--- src/rtl/stat_mon_pkg.sv ---
`timescale 1ns/1ps
package stat_mon_pkg;
    localparam int EVT_PER_SIDE = 4;
    localparam int NUM_SIDES    = 2;
    localparam int NUM_CNT      = EVT_PER_SIDE * NUM_SIDES;

    // Byte offsets decoded by software.
    localparam int OFS_CFG      = 'h00;
    localparam int OFS_CTRL     = 'h08;
    localparam int OFS_CNT_BASE = 'h40;

    localparam int CFG_MON_BIT  = 24;
    localparam int CTRL_CLR_BIT = 1;

    typedef enum logic [0:0] {
        MON_OFF = 1'b0,
        MON_ON  = 1'b1
    } mon_state_t;
endpackage

--- src/rtl/stat_mon_ctrl.sv ---
`timescale 1ns/1ps
module stat_mon_ctrl
    import stat_mon_pkg::*;
#(
    parameter int ADDR_W = 8,
    parameter int DATA_W = 32
) (
    input  logic              clk,
    input  logic              rst_n,
    input  logic              wr_en,
    input  logic [ADDR_W-1:0] wr_addr,
    input  logic [DATA_W-1:0] wr_data,
    output logic              run,
    output logic              clr
);
    mon_state_t st_q;
    mon_state_t st_d;
    logic       cfg_wr;
    logic       ctrl_wr;
    logic       unused_wdata;

    assign cfg_wr       = wr_en && (wr_addr == ADDR_W'(OFS_CFG));
    assign ctrl_wr      = wr_en && (wr_addr == ADDR_W'(OFS_CTRL));
    assign unused_wdata = ^wr_data;

    // State register
    always_ff @(posedge clk or negedge rst_n) begin
        if (!rst_n) st_q <= MON_OFF;
        else        st_q <= st_d;
    end

    // Transitions: start (OFF->ON) and pause (ON->OFF)
    always_comb begin
        st_d = st_q;
        unique case (st_q)
            MON_OFF: if (cfg_wr && wr_data[CFG_MON_BIT])  st_d = MON_ON;
            MON_ON:  if (cfg_wr && !wr_data[CFG_MON_BIT]) st_d = MON_OFF;
        endcase
    end

    // Outputs
    always_comb begin
        run = (st_q == MON_ON);
        clr = ctrl_wr && wr_data[CTRL_CLR_BIT];
    end
endmodule

--- src/rtl/stat_counter.sv ---
`timescale 1ns/1ps
module stat_counter #(
    parameter int CNT_W = 32
) (
    input  logic             clk,
    input  logic             rst_n,
    input  logic             clr,
    input  logic             inc,
    output logic [CNT_W-1:0] cnt
);
    always_ff @(posedge clk or negedge rst_n) begin
        if (!rst_n)   cnt <= '0;
        else if (clr) cnt <= '0;
        else if (inc) cnt <= cnt + CNT_W'(1);
    end
endmodule

--- src/rtl/stat_mon_rdmux.sv ---
`timescale 1ns/1ps
module stat_mon_rdmux
    import stat_mon_pkg::*;
#(
    parameter int ADDR_W = 8,
    parameter int DATA_W = 32,
    parameter int CNT_W  = 32,
    parameter int N_CNT  = 8
) (
    input  logic                     run,
    input  logic [ADDR_W-1:0]        rd_addr,
    input  logic [N_CNT*CNT_W-1:0]   cnt_flat,
    output logic [DATA_W-1:0]        rd_data
);
    always_comb begin
        rd_data = '0;
        if (rd_addr == ADDR_W'(OFS_CFG)) begin
            rd_data[CFG_MON_BIT] = run;
        end
        for (int k = 0; k < N_CNT; k++) begin
            if (rd_addr == ADDR_W'(OFS_CNT_BASE + 4 * k))
                rd_data = DATA_W'(cnt_flat[k*CNT_W +: CNT_W]);
        end
    end
endmodule

--- src/rtl/cache_stat_monitor.sv ---
`timescale 1ns/1ps
module cache_stat_monitor
    import stat_mon_pkg::*;
#(
    parameter int CNT_W  = 32,
    parameter int ADDR_W = 8,
    parameter int DATA_W = 32
) (
    input  logic              clk,
    input  logic              rst_n,
    input  logic [3:0]        d_evt,
    input  logic [3:0]        i_evt,
    input  logic              wr_en,
    input  logic [ADDR_W-1:0] wr_addr,
    input  logic [DATA_W-1:0] wr_data,
    input  logic [ADDR_W-1:0] rd_addr,
    output logic [DATA_W-1:0] rd_data
);
    localparam int N_CNT = NUM_CNT;

    logic                   mon_run;
    logic                   clr_pulse;
    logic [N_CNT-1:0]       evt_all;
    logic [N_CNT*CNT_W-1:0] cnt_flat;

    // Index 0..3 data side, 4..7 instruction side.
    assign evt_all = {i_evt, d_evt};

    stat_mon_ctrl #(.ADDR_W(ADDR_W), .DATA_W(DATA_W)) u_ctrl (
        .clk     (clk),
        .rst_n   (rst_n),
        .wr_en   (wr_en),
        .wr_addr (wr_addr),
        .wr_data (wr_data),
        .run     (mon_run),
        .clr     (clr_pulse)
    );

    for (genvar g = 0; g < N_CNT; g++) begin : g_cnt
        stat_counter #(.CNT_W(CNT_W)) u_cnt (
            .clk   (clk),
            .rst_n (rst_n),
            .clr   (clr_pulse),
            .inc   (mon_run && evt_all[g]),
            .cnt   (cnt_flat[g*CNT_W +: CNT_W])
        );
    end

    stat_mon_rdmux #(
        .ADDR_W(ADDR_W), .DATA_W(DATA_W), .CNT_W(CNT_W), .N_CNT(N_CNT)
    ) u_rd (
        .run      (mon_run),
        .rd_addr  (rd_addr),
        .cnt_flat (cnt_flat),
        .rd_data  (rd_data)
    );
endmodule

--- config.mk ---
export PLATFORM = sky130hd
export DESIGN_NAME = cache_stat_monitor
export DESIGN_NICKNAME = d
export VERILOG_FILES = /design/src/rtl/stat_mon_pkg.sv /design/src/rtl/stat_mon_ctrl.sv /design/src/rtl/stat_counter.sv /design/src/rtl/stat_mon_rdmux.sv /design/src/rtl/cache_stat_monitor.sv
export SDC_FILE = /design/constraint.sdc
export NUM_CORES = 1
export LEC_CHECK = 0
export ABC_AREA = 1
export ABC_CLOCK_PERIOD_IN_PS = 1550
export BUFFER_PORTS_ARGS = -buffer_cell sky130_fd_sc_hd__buf_2
export CORE_ASPECT_RATIO = 0.9
export CORE_UTILIZATION = 54
export DETAILED_ROUTE_END_ITERATION = 12
export PLACE_DENSITY_LB_ADDON = 0.2
export REMOVE_ABC_BUFFERS = 1
export SLEW_MARGIN = 10
export SYNTH_ARGS = -nofsm -noshare
export SYNTH_HDL_FRONTEND = slang
export SYNTH_HIERARCHICAL = 1
export SYNTH_SLANG_ARGS = --single-unit
export TNS_END_PERCENT = 30
--- constraint.sdc ---
create_clock -name clk -period 1.55 [get_ports clk]
set_input_delay 0.0775 -clock clk [delete_from_list [all_inputs] [get_ports clk]]
set_output_delay 0.0775 -clock clk [all_outputs]
set_load 0.005 [all_outputs]
==> qor.txt <==
Port bufs -> 60
DRC -> 0
Vias after detailed routing -> 19600
CTS tree -> built
Initial antenna violation count -> 0
Final hold violations -> 0
Mapped Cells -> 2672
Met3 Routed Length -> 6.95 mm
1st-iter DRT viols -> 2168
Crit path kind -> flip-flop to output port
Drt wl/cell -> 18.9 um
Leakage power -> 12.2 nW
Post-synthesis cell area -> 17400 um^2
Least-Margin Pin Slew -> 395 ps
Slowest stage delay, CP -> 430 ps
Area of the die -> 33000 um^2
Vias in the first global route -> 17800
Largest regs -> g_cnt.u_cnt/cnt (256)
Final Core Density -> 73.8%
Fill cell count -> 2492
Failing checks -> setup timing
Number of flip-flops in the largest register -> 256
Area delta synth->final -> 32.7%
Highest metal used -> met4
Antenna diodes -> 0
Worst VDD drop -> 1.05 mV
Hpwl dp -> 45.7 mm
Latest clock arrival within the worst-skew pair -> 580 ps
Sequential area share after synthesis -> 36.9%
Distinct cells, synth -> 27
RD Place Congestion -> 1.02
Global-route wire length before repair -> 97.8 mm
H-tree levels -> 1
Fmax -> 0.539 GHz
Multi-input gate area -> 11100 um^2
PD cells -> 742 nW/um^2
Clock-pin slew on the worst setup and hold paths -> 70 ps
Status -> complete, but fails checks
Biggest register -> g_cnt.u_cnt/cnt
Antenna-violating nets left -> 0
Die X -> 191 um
Worst Setup End Kind -> output port
PnR worst setup slack -> -304 ps
Hold Path Cell Cnt -> 6
Fin nets -> 3062
GRT overflow -> 0
Die Span Y -> 172 um
Crit path cell chain -> nand2_2 > nand2_2 > nor2_4 > nand3_2 > nor2_2 > nand3_2 > buf_2
WL met2 -> 27.2 mm
TritonCTS Sinks -> 257
CTS root buf -> clkbuf_16
Total Routing Usage GR -> 38.8%
Max Cap Viol -> 0
Fin crit share -> 120%
Hold Path Class -> input port to flip-flop
Critical-path top delay cell -> dfrtp_1
CTS buffer count -> 30
Unrepaired setup endpoints after global routing -> true
Initial Utilization -> 55.6%
Yosys warnings -> 6
Register bit total from synthesis -> 257
Sequential cell area -> 6490 um^2
Rows -> 61
Metal1 wirelength -> 28.2 mm
Worst EP arrival -> 1780 ps
DR pass1 iterations -> 6
Final wirelength -> 64.7 mm
Req. time, crit path -> 1470 ps
Clock Path Buffers -> 3
Crit path max fanout -> 2
Final Max Tran Viols -> 0
Tmin final -> 1850 ps
Skew final -> 14.0 ps
Max_slew headroom -> 73.7%
Worst R2R Path Depth -> 13
Largest net degree at the start of global routing -> 69
Nature of the critical path startpoint -> flip-flop
DR vias/cell -> 5.73
Finish-stage setup viols -> 213
Hold Worst Slack -> 35.9 ps
IO Count -> 91
Overall Power -> 0.0171 W
CORE AREA -> 31300 um^2
Share of cells above drive strength 1 -> 30.4%
Synth Area per Inst -> 6.52 um^2
-- area by class of cell --
| type | instances | share of cell area, % |
|---|---|---|
| clock buffers | 39 | 3.66 |
| inverters | 294 | 4.84 |
| well taps | 409 | 2.22 |
| repair buffers | 342 | 12.3 |
| flip-flops and latches | 257 | 28.1 |
| clock inverters | 12 | 0.596 |
| multi-input cells | 2070 | 48.3 |
-- critical path: cells and delay by family, from the launching register on --
kind	cells	cell delay [ps]
buffers and inverters	1	140
flip-flops	1	430
AND/OR/NAND/NOR	6	620
-- cell usage after synthesis (all sizes together) --
library cell / number / area share (%)
o22ai: 24 / 0.86
nand3b: 8 / 0.34
a21oi: 152 / 4.4
nand4: 55 / 2.0
nor2: 617 / 17
ha: 8 / 0.57
and2: 1 / 0.036
or2: 1 / 0.036
buf: 47 / 1.9
o21ai: 104 / 3.0
nand2: 825 / 19
dfrtp: 257 / 37
clkbuf: 10 / 0.24
a2bb2oi: 8 / 0.40
nand3: 244 / 7.0
inv: 294 / 6.3
xnor2: 8 / 0.40
nor3: 9 / 0.32
-- where the power goes --
| group | leakage, nW | internal [W] | switching, W |
|---|---|---|---|
| logic | 8.63 | 0.00104 | 0.00131 |
| clock network | 0.489 | 0.00429 | 0.00295 |
| registers | 3.10 | 0.00708 | 0.000461 |
-- what timing repair did --
action,CTS,global route
gates resized for setup,372,183
setup endpoints to repair,135,279
endpoints found under the hold margin,268,0
setup buffers,86,23
hold buffers,13,0
pin swaps,154,101
gates cloned,4,2
-- stage by stage --
stage | area (um^2) | worst slack (ps) | TNS (ps) | instances
after global routing | 23100 | -380 | -33400 | 3423
after detailed placement | 19400 | -263 | -29210 | 3247
after CTS | 22400 | -366 | -28620 | 3399
after floorplan | 17000 | -1870 | -420600 | 2615
final | 23100 | -304 | -17010 | 3423
after global placement | 19400 | -241 | -16100 | 3247
-- kinds of logic (layout without fill, tap and decap cells) --
family	count (synthesis)	after routing	share of synthesized area, %
adder cells (fa/ha/maj)	8	8	0.575
AO/OA/AOI/OAI	288	288	8.62
flip-flops	257	257	36.9
XOR/XNOR	8	8	0.402
buffers and inverters	351	687	8.52
AND/OR/NAND/NOR	1760	1766	44.9
-- placed cells by master, fill, tap and decap left out, drive strengths merged --
master       Yosys  layout
nand3b           8       8
nand2          825     825
buf             47     330
or2              1       1
ha               8       8
o21ai          104     104
clkbuf          10      39
clkinv           0       8
nor2           617     623
and2             1       1
o22ai           24      24
a21oi          152     152
clkinvlp         0       1
nand3          244     244
a2bb2oi          8       8
nand4           55      55
xnor2            8       8
dlygate4sd3      0      12
dfrtp          257     257
nor3             9       9
bufinv           0       3
inv            294     294
-- layer usage --
| metal | vias up | track usage, % |
|---|---|---|
| li1 | 9137 | - |
| met1 | 9310 | 57.4 |
| met2 | 1034 | 56.0 |
| met3 | 132 | 8.14 |
| met4 | 0 | 12.4 |
| met5 | - | 0 |
-- path summary, 6_finish.rpt --
| check | startpoint | to | slack [ps] |
|---|---|---|---|
| worst min register to register | g_cnt[7].u_cnt/cnt[14] | g_cnt[7].u_cnt/cnt[14] | 520 |
| worst min-delay path | i_evt[0] | g_cnt[4].u_cnt/cnt[0] | 40 |
| worst max-delay path | g_cnt[0].u_cnt/cnt[6] | rd_data[6] | -300 |
| worst max register to register | flip-flop | g_cnt[4].u_cnt/cnt[23] | -210 |
| min in group asynchronous | rst_n | g_cnt[0].u_cnt/cnt[23] | 130 |
| max in group asynchronous | rst_n | g_cnt[7].u_cnt/cnt[18] | 1030 |
Power figures use the tool's default switching activity.
